File: src/rtl/sport_pkg.sv
package sport_pkg;

  typedef enum logic [1:0] {
    TX_IDLE = 2'd0,
    TX_SYNC = 2'd1,
    TX_DATA = 2'd2
  } txState_t;

  typedef struct packed {
    logic txPop;    // take head of transmit queue into the shifter
    logic txShift;  // advance transmit shifter by one bit
    logic rxShift;  // capture one incoming bit
    logic rxPush;   // queue the assembled received byte
  } sportStrobe_t;

endpackage

File: src/rtl/sport_fifo.sv
module sport_fifo #(
  parameter int WIDTH = 8,
  parameter int DEPTH = 4
) (
  input  logic             pclk,
  input  logic             clearN,
  input  logic             push,
  input  logic [WIDTH-1:0] din,
  input  logic             pop,
  output logic [WIDTH-1:0] head,
  output logic             full,
  output logic             empty
);
  localparam int PTR_W = (DEPTH > 1) ? $clog2(DEPTH) : 1;
  localparam int CNT_W = $clog2(DEPTH + 1);
  localparam logic [PTR_W-1:0] PTR_LAST = PTR_W'(DEPTH - 1);
  localparam logic [CNT_W-1:0] CNT_FULL = CNT_W'(DEPTH);

  logic [WIDTH-1:0] store [DEPTH];
  logic [PTR_W-1:0] wrPtr, rdPtr;
  logic [CNT_W-1:0] count;
  logic             doPush, doPop;

  assign full   = (count == CNT_FULL);
  assign empty  = (count == '0);
  assign doPush = push && !full;
  assign doPop  = pop && !empty;
  assign head   = store[rdPtr];

  always_ff @(posedge pclk) begin
    if (!clearN) begin
      wrPtr <= '0;
      rdPtr <= '0;
      count <= '0;
    end else begin
      if (doPush) wrPtr <= (wrPtr == PTR_LAST) ? '0 : wrPtr + 1'b1;
      if (doPop)  rdPtr <= (rdPtr == PTR_LAST) ? '0 : rdPtr + 1'b1;
      if (doPush && !doPop)      count <= count + 1'b1;
      else if (doPop && !doPush) count <= count - 1'b1;
    end
  end

  genvar gi;
  generate
    for (gi = 0; gi < DEPTH; gi++) begin : g_slot
      always_ff @(posedge pclk) begin
        if (!clearN)                              store[gi] <= '0;
        else if (doPush && wrPtr == PTR_W'(gi))   store[gi] <= din;
      end
    end
  endgenerate

endmodule

File: src/rtl/sport_ctrl.sv
module sport_ctrl
  import sport_pkg::*;
#(
  parameter int DATA_W = 8
) (
  input  logic         pclk,
  input  logic         clearN,
  input  logic         txEmpty,
  input  logic         serClkIn,
  input  logic         frameIn,
  output sportStrobe_t strb,
  output logic         serClkOut,
  output logic         frameOut,
  output logic         txEnN
);
  localparam int IDX_W = $clog2(DATA_W);
  localparam logic [IDX_W-1:0] IDX_LAST = IDX_W'(DATA_W - 1);
  localparam logic [IDX_W-1:0] IDX_PRE  = IDX_W'(DATA_W - 2);

  txState_t         state, nState;
  logic [IDX_W-1:0] idx, nIdx;
  logic             phase;
  logic             frameR, nFrame;
  logic             oeNR, nOeN;
  logic             rxActive;
  logic [IDX_W-1:0] rxCnt;
  logic             slotStart;
  logic             goIdle;

  assign slotStart = !phase;   // serial clock is about to rise

  always_comb begin
    strb   = '0;
    nState = state;
    nIdx   = idx;
    nFrame = frameR;
    nOeN   = oeNR;
    goIdle = 1'b0;
    if (slotStart) begin
      unique case (state)
        TX_SYNC: begin
          nState = TX_DATA;
          nIdx   = '0;
          nOeN   = 1'b0;
          nFrame = 1'b0;
        end
        TX_DATA: begin
          if (idx != IDX_LAST) begin
            strb.txShift = 1'b1;
            nIdx   = idx + 1'b1;
            nOeN   = 1'b0;
            nFrame = (idx == IDX_PRE) && !txEmpty;
          end else if (frameR) begin
            strb.txPop = 1'b1;   // continuous: next MSB at once
            nIdx   = '0;
            nOeN   = 1'b0;
            nFrame = 1'b0;
          end else begin
            goIdle = 1'b1;
          end
        end
        default: goIdle = 1'b1;
      endcase
      if (goIdle) begin
        nOeN = 1'b1;
        if (!txEmpty) begin
          strb.txPop = 1'b1;
          nState = TX_SYNC;
          nFrame = 1'b1;
        end else begin
          nState = TX_IDLE;
          nFrame = 1'b0;
        end
      end
    end
    if (serClkIn && rxActive) begin
      strb.rxShift = 1'b1;
      strb.rxPush  = (rxCnt == IDX_LAST);
    end
  end

  always_ff @(posedge pclk) begin
    if (!clearN) begin
      phase    <= 1'b0;
      state    <= TX_IDLE;
      idx      <= '0;
      frameR   <= 1'b0;
      oeNR     <= 1'b1;
      rxActive <= 1'b0;
      rxCnt    <= '0;
    end else begin
      phase  <= ~phase;
      state  <= nState;
      idx    <= nIdx;
      frameR <= nFrame;
      oeNR   <= nOeN;
      if (serClkIn) begin
        if (rxActive) begin
          rxCnt <= rxCnt + 1'b1;
          if (rxCnt == IDX_LAST) rxActive <= 1'b0;
        end
        if (frameIn) begin
          rxActive <= 1'b1;
          rxCnt    <= '0;
        end
      end
    end
  end

  assign serClkOut = phase;
  assign frameOut  = frameR;
  assign txEnN     = oeNR;

endmodule

File: src/rtl/sport_datapath.sv
module sport_datapath
  import sport_pkg::*;
#(
  parameter int DATA_W = 8,
  parameter int DEPTH  = 4
) (
  input  logic              pclk,
  input  logic              clearN,
  input  sportStrobe_t      strb,
  input  logic              wrStrobe,
  input  logic              rdStrobe,
  input  logic [DATA_W-1:0] wrData,
  input  logic              rxData,
  output logic [DATA_W-1:0] rdData,
  output logic              txData,
  output logic              txEmpty,
  output logic              txFull
);
  logic [DATA_W-1:0] txHead, txSh, rxSh, rxByte, rxHead;
  logic              rxFull, rxEmpty;

  sport_fifo #(.WIDTH(DATA_W), .DEPTH(DEPTH)) u_txq (
    .pclk(pclk), .clearN(clearN),
    .push(wrStrobe), .din(wrData),
    .pop(strb.txPop), .head(txHead),
    .full(txFull), .empty(txEmpty)
  );

  assign rxByte = {rxSh[DATA_W-2:0], rxData};

  sport_fifo #(.WIDTH(DATA_W), .DEPTH(DEPTH)) u_rxq (
    .pclk(pclk), .clearN(clearN),
    .push(strb.rxPush), .din(rxByte),
    .pop(rdStrobe), .head(rxHead),
    .full(rxFull), .empty(rxEmpty)
  );

  always_ff @(posedge pclk) begin
    if (!clearN) begin
      txSh <= '0;
      rxSh <= '0;
    end else begin
      if (strb.txPop)        txSh <= txHead;
      else if (strb.txShift) txSh <= {txSh[DATA_W-2:0], 1'b0};
      if (strb.rxShift)      rxSh <= rxByte;
    end
  end

  assign txData = txSh[DATA_W-1];
  assign rdData = rxEmpty ? '0 : rxHead;

endmodule

File: src/rtl/sync_serial_port.sv
module sync_serial_port
  import sport_pkg::*;
#(
  parameter int DATA_W = 8,
  parameter int DEPTH  = 4
) (
  input  logic              pclk,
  input  logic              clearN,
  input  logic              sel,
  input  logic              writeEn,
  input  logic [DATA_W-1:0] wrData,
  output logic [DATA_W-1:0] rdData,
  output logic              txFullIrq,
  output logic              serClkOut,
  output logic              frameOut,
  output logic              txData,
  output logic              txEnN,
  input  logic              serClkIn,
  input  logic              frameIn,
  input  logic              rxData
);
  sportStrobe_t strb;
  logic         txEmpty;

  sport_ctrl #(.DATA_W(DATA_W)) u_ctrl (
    .pclk(pclk), .clearN(clearN), .txEmpty(txEmpty),
    .serClkIn(serClkIn), .frameIn(frameIn), .strb(strb),
    .serClkOut(serClkOut), .frameOut(frameOut), .txEnN(txEnN)
  );

  sport_datapath #(.DATA_W(DATA_W), .DEPTH(DEPTH)) u_dp (
    .pclk(pclk), .clearN(clearN), .strb(strb),
    .wrStrobe(sel && writeEn), .rdStrobe(sel && !writeEn),
    .wrData(wrData), .rxData(rxData), .rdData(rdData),
    .txData(txData), .txEmpty(txEmpty), .txFull(txFullIrq)
  );

endmodule

File: config.mk
export PLATFORM = sky130hd
export DESIGN_NAME = sync_serial_port
export DESIGN_NICKNAME = d
export VERILOG_FILES = /design/src/rtl/sport_pkg.sv /design/src/rtl/sport_fifo.sv /design/src/rtl/sport_ctrl.sv /design/src/rtl/sport_datapath.sv /design/src/rtl/sync_serial_port.sv
export SDC_FILE = /design/constraint.sdc
export NUM_CORES = 1
export LEC_CHECK = 0
export ABC_AREA = 1
export CAP_MARGIN = 15
export CORE_ASPECT_RATIO = 1.4
export CORE_MARGIN = 3
export CORE_UTILIZATION = 50
export DETAILED_ROUTE_END_ITERATION = 16
export DONT_BUFFER_PORTS = 1
export GPL_TIMING_DRIVEN = 0
export PLACE_DENSITY = 0.62
export REMOVE_ABC_BUFFERS = 1
export SETUP_SLACK_MARGIN = 0.02
export SYNTH_ARGS = -nofsm -noshare
export SYNTH_HDL_FRONTEND = slang
export SYNTH_SLANG_ARGS = --single-unit
File: constraint.sdc
create_clock -name pclk -period 4.8 [get_ports pclk]
set_clock_uncertainty 0.1 [all_clocks]
set_input_delay 0.96 -clock pclk [delete_from_list [all_inputs] [get_ports pclk]]
set_output_delay 0.96 -clock pclk [all_outputs]
set_load 0.03 [all_outputs]
==> impl_metrics.ini <==
[run_status]
status = completed

[setup_path]
critPathMaxStageDelay_ns = 0.71
crit_arrival_ns = 1.99
path_cells = nor2_1, nor2_1, o21ai_0, a21oi_1
rrSetupSlack_ns = 1.98
crit_buf_inv = 0
critPathMostFrequentCell = nor2_1
slowest_stage = dfxtp_1
path_class = reg2out
critPathMaxFanout = 17
start_kind = flop
crit_required_ns = 3.74
cpLargestDelayFamily = flip-flops
endpoint_kind = output pin

[cts]
insertion_delay_ns = 0.34
cts_tree = done
cts-resized-gates = 0
ctsLongestPathBuffers = 2
cts_hold_buf = 0
cts_num_sinks = 109
cts_root_buf = clkbuf_16
clk_pin_slew_ns = 0.07
htreeDepth = 3
post_cts_buffers = 0
cts_buffers = 9

[routing]
vias_per_cell = 5.21
drt_iter0_drc = 136
drc = 0
via_count = 3615
avgRoutedWirePerCell_um = 14.2
ant_nets = 0
firstDrtPassIters = 4
routed_wl_um = 9820

[sta]
tightest_slew_ns = 0.976
post-route-min-period_ns = 3.05
slew_headroom_pct = 34.4
final.setup.tns_ns = 0
clock.fmax_mhz = 328
drv_slew = 0
hold_viol = 0
setup_viol = 0
post-route-period-util_pct = 63.6
rsz0062_at_grt = false

[yosys]
syn-cell-area_mm2 = 0.00502
synth_adder_area_share_pct = 5.54
synth_compound_area_share_pct = 11.2
synth_edf_count = 64
synth.area.mux_share_pct = 0
yosysMostFrequentCell = nor2_1
synthTopCellsByArea = edfxtp_1 (38%), dfxtp_1 (18%), nor2_1 (9.9%)
synth_area_per_cell_um2 = 8.94
synth-seq-cells = 109
async_flop_share_pct = 0
synth_top_family_by_area = simple AND/OR/NAND/NOR gates
synth-xor-area-share_pct = 0
netlist.area_leader.share_pct = 38.3
synthSimpleGateAreaFrac_pct = 21.0
yosysTopAreaCell = edfxtp_1
synth_cell_types = 30
synth_warnings = 0
ys.flop_type = edfxtp_1
synthTopCellsByCount = nor2_1 (132), nand2_1 (79), edfxtp_1 (64)
ys_seq_area_share_pct = 56.3
syn_inst = 561

[power]
powerDensity_mw_per_mm2 = 459
vdd_drop_max_mv = 0.304
p_leak_nw = 2.16

[layout]
syn2layout_area_growth_pct = 7.51
nets = 593
drive_gt1_share_pct = 7.30
final_util_pct = 56.1
fillCellCount = 907
antenna_cells = 0

[global_route]
grt_pass1_vias = 3601
grtUsageTotal_pct = 18.6
grt_max_degree = 41
grt-ovfl-total = 0
antenna_found_initial = 0
grt_pass1_wl_um = 16500

[floorplanning]
pin_count = 28
start_util_pct = 52.2
die_w_um = 90.7
core_area_mm2 = 0.00962
die_h_um = 125
dieArea_mm2 = 0.0113
num_rows = 42

[placed_design]
place_congestion = 0.859
io_buffers = 0
dp_hpwl_um = 6980

[run]
cap_violations = 0

[min_path]
holdCritPathClass = reg2reg
==> kinds of logic (layout without fill, tap and decap cells) <==
logic type,Yosys count,count (layout)
buf+inv,78,79
flops,109,109
compound gates,103,103
simple gates,250,250
fa+ha+maj,21,21
==> state kept, by name (all words and copies together) (netlist names), named ones only <==
signal	count
u_dp.u_rxq.store	32
u_dp.u_txq.store	32
u_dp.txSh	8
u_dp.rxSh	7
u_ctrl.idx	3
u_ctrl.rxCnt	3
u_dp.u_rxq.count	3
u_dp.u_txq.count	3
u_ctrl.state	2
u_dp.u_rxq.rdPtr	2
u_dp.u_rxq.wrPtr	2
u_dp.u_txq.rdPtr	2
u_dp.u_txq.wrPtr	2
u_ctrl.frameOut	1
u_ctrl.rxActive	1
u_ctrl.serClkOut	1
u_ctrl.txEnN	1
==> cells in the final DEF (no fill, tap or decap), types with 3 or more instances in the layout <==
| cell | n |
|---|---|
| a21oi_1 | 36 |
| clkbuf_16 | 9 |
| dfxtp_1 | 45 |
| edfxtp_1 | 64 |
| ha_1 | 19 |
| inv_1 | 55 |
| inv_2 | 8 |
| nand2_1 | 79 |
| nand2_2 | 5 |
| nand3_1 | 17 |
| nand3_2 | 6 |
| nor2_1 | 132 |
| nor3_1 | 3 |
| o211a_1 | 3 |
| o21ai_0 | 52 |
| o21bai_1 | 4 |
| o22ai_1 | 5 |
==> metal layers <==
layer  wire length [µm]  track usage (%)  share of wire (%)
met1               3900             19.8                 40
met2               5280             34.3                 54
met3                274             3.02                2.8
met4                360             9.92                3.7
met5                  0                0                  0
==> worst register-to-register path, delay by kind of cell, from the launching register on <==
kind,cells,cell delay (ns)
adder cells (fa/ha/maj),2,0.73
flip-flops,1,0.36
buffers and inverters,1,0.10
AND/OR/NAND/NOR,3,1.25
AO/OA/AOI/OAI,1,0.17
==> path summary, 6_finish.rpt <==
path                                                        from                          endpoint  cells past startpoint
worst max-delay path                                        flop                         rdData[5]                      4
worst min-delay path                u_ctrl.rxActive$_SDFFE_PN0P_      u_ctrl.rxActive$_SDFFE_PN0P_                      2
worst max register to register  u_dp.u_txq.count[0]$_SDFFE_PN0P_  u_dp.u_txq.count[1]$_SDFFE_PN0P_                      7
worst min register to register      u_ctrl.rxActive$_SDFFE_PN0P_      u_ctrl.rxActive$_SDFFE_PN0P_                      2
==> stage by stage <==
| stage | total power [mW] | cell area (µm²) | setup slack (ns) | std cells | hold WS (ns) |
|---|---|---|---|---|---|
| finish | 2.48 | 5390 | 1.75 | 694 | 0.368 |
| global route | 2.64 | 5390 | 1.54 | 694 | 0.381 |
| CTS | 2.50 | 5390 | 1.73 | 694 | 0.368 |
| detailed placement | 1.82 | 5120 | 1.84 | 678 | 0.356 |
| global placement | 1.80 | 5120 | 1.91 | 678 | 0.350 |
| floorplan | 1.66 | 4950 | 2.13 | 546 | 0.339 |
==> report_power, final <==
group	internal, mW	leakage [nW]	switching, mW	total, mW
clock network	0.354	0.132	0.333	0.686
logic	0.197	1.02	0.404	0.601
registers	1.09	1.02	0.0957	1.19
total	1.64	2.16	0.832	2.48
==> area by class of cell <==
cell class	count	area, µm²	area share (%)
inverter	63	236	4.39
sequential	109	2820	52.3
clock buffer	9	225	4.18
tap	132	165	3.06
clock inverter	7	51.3	0.951
multi-input combinational	374	1890	35.1
Note: power is estimated with default switching activity, not from simulation.
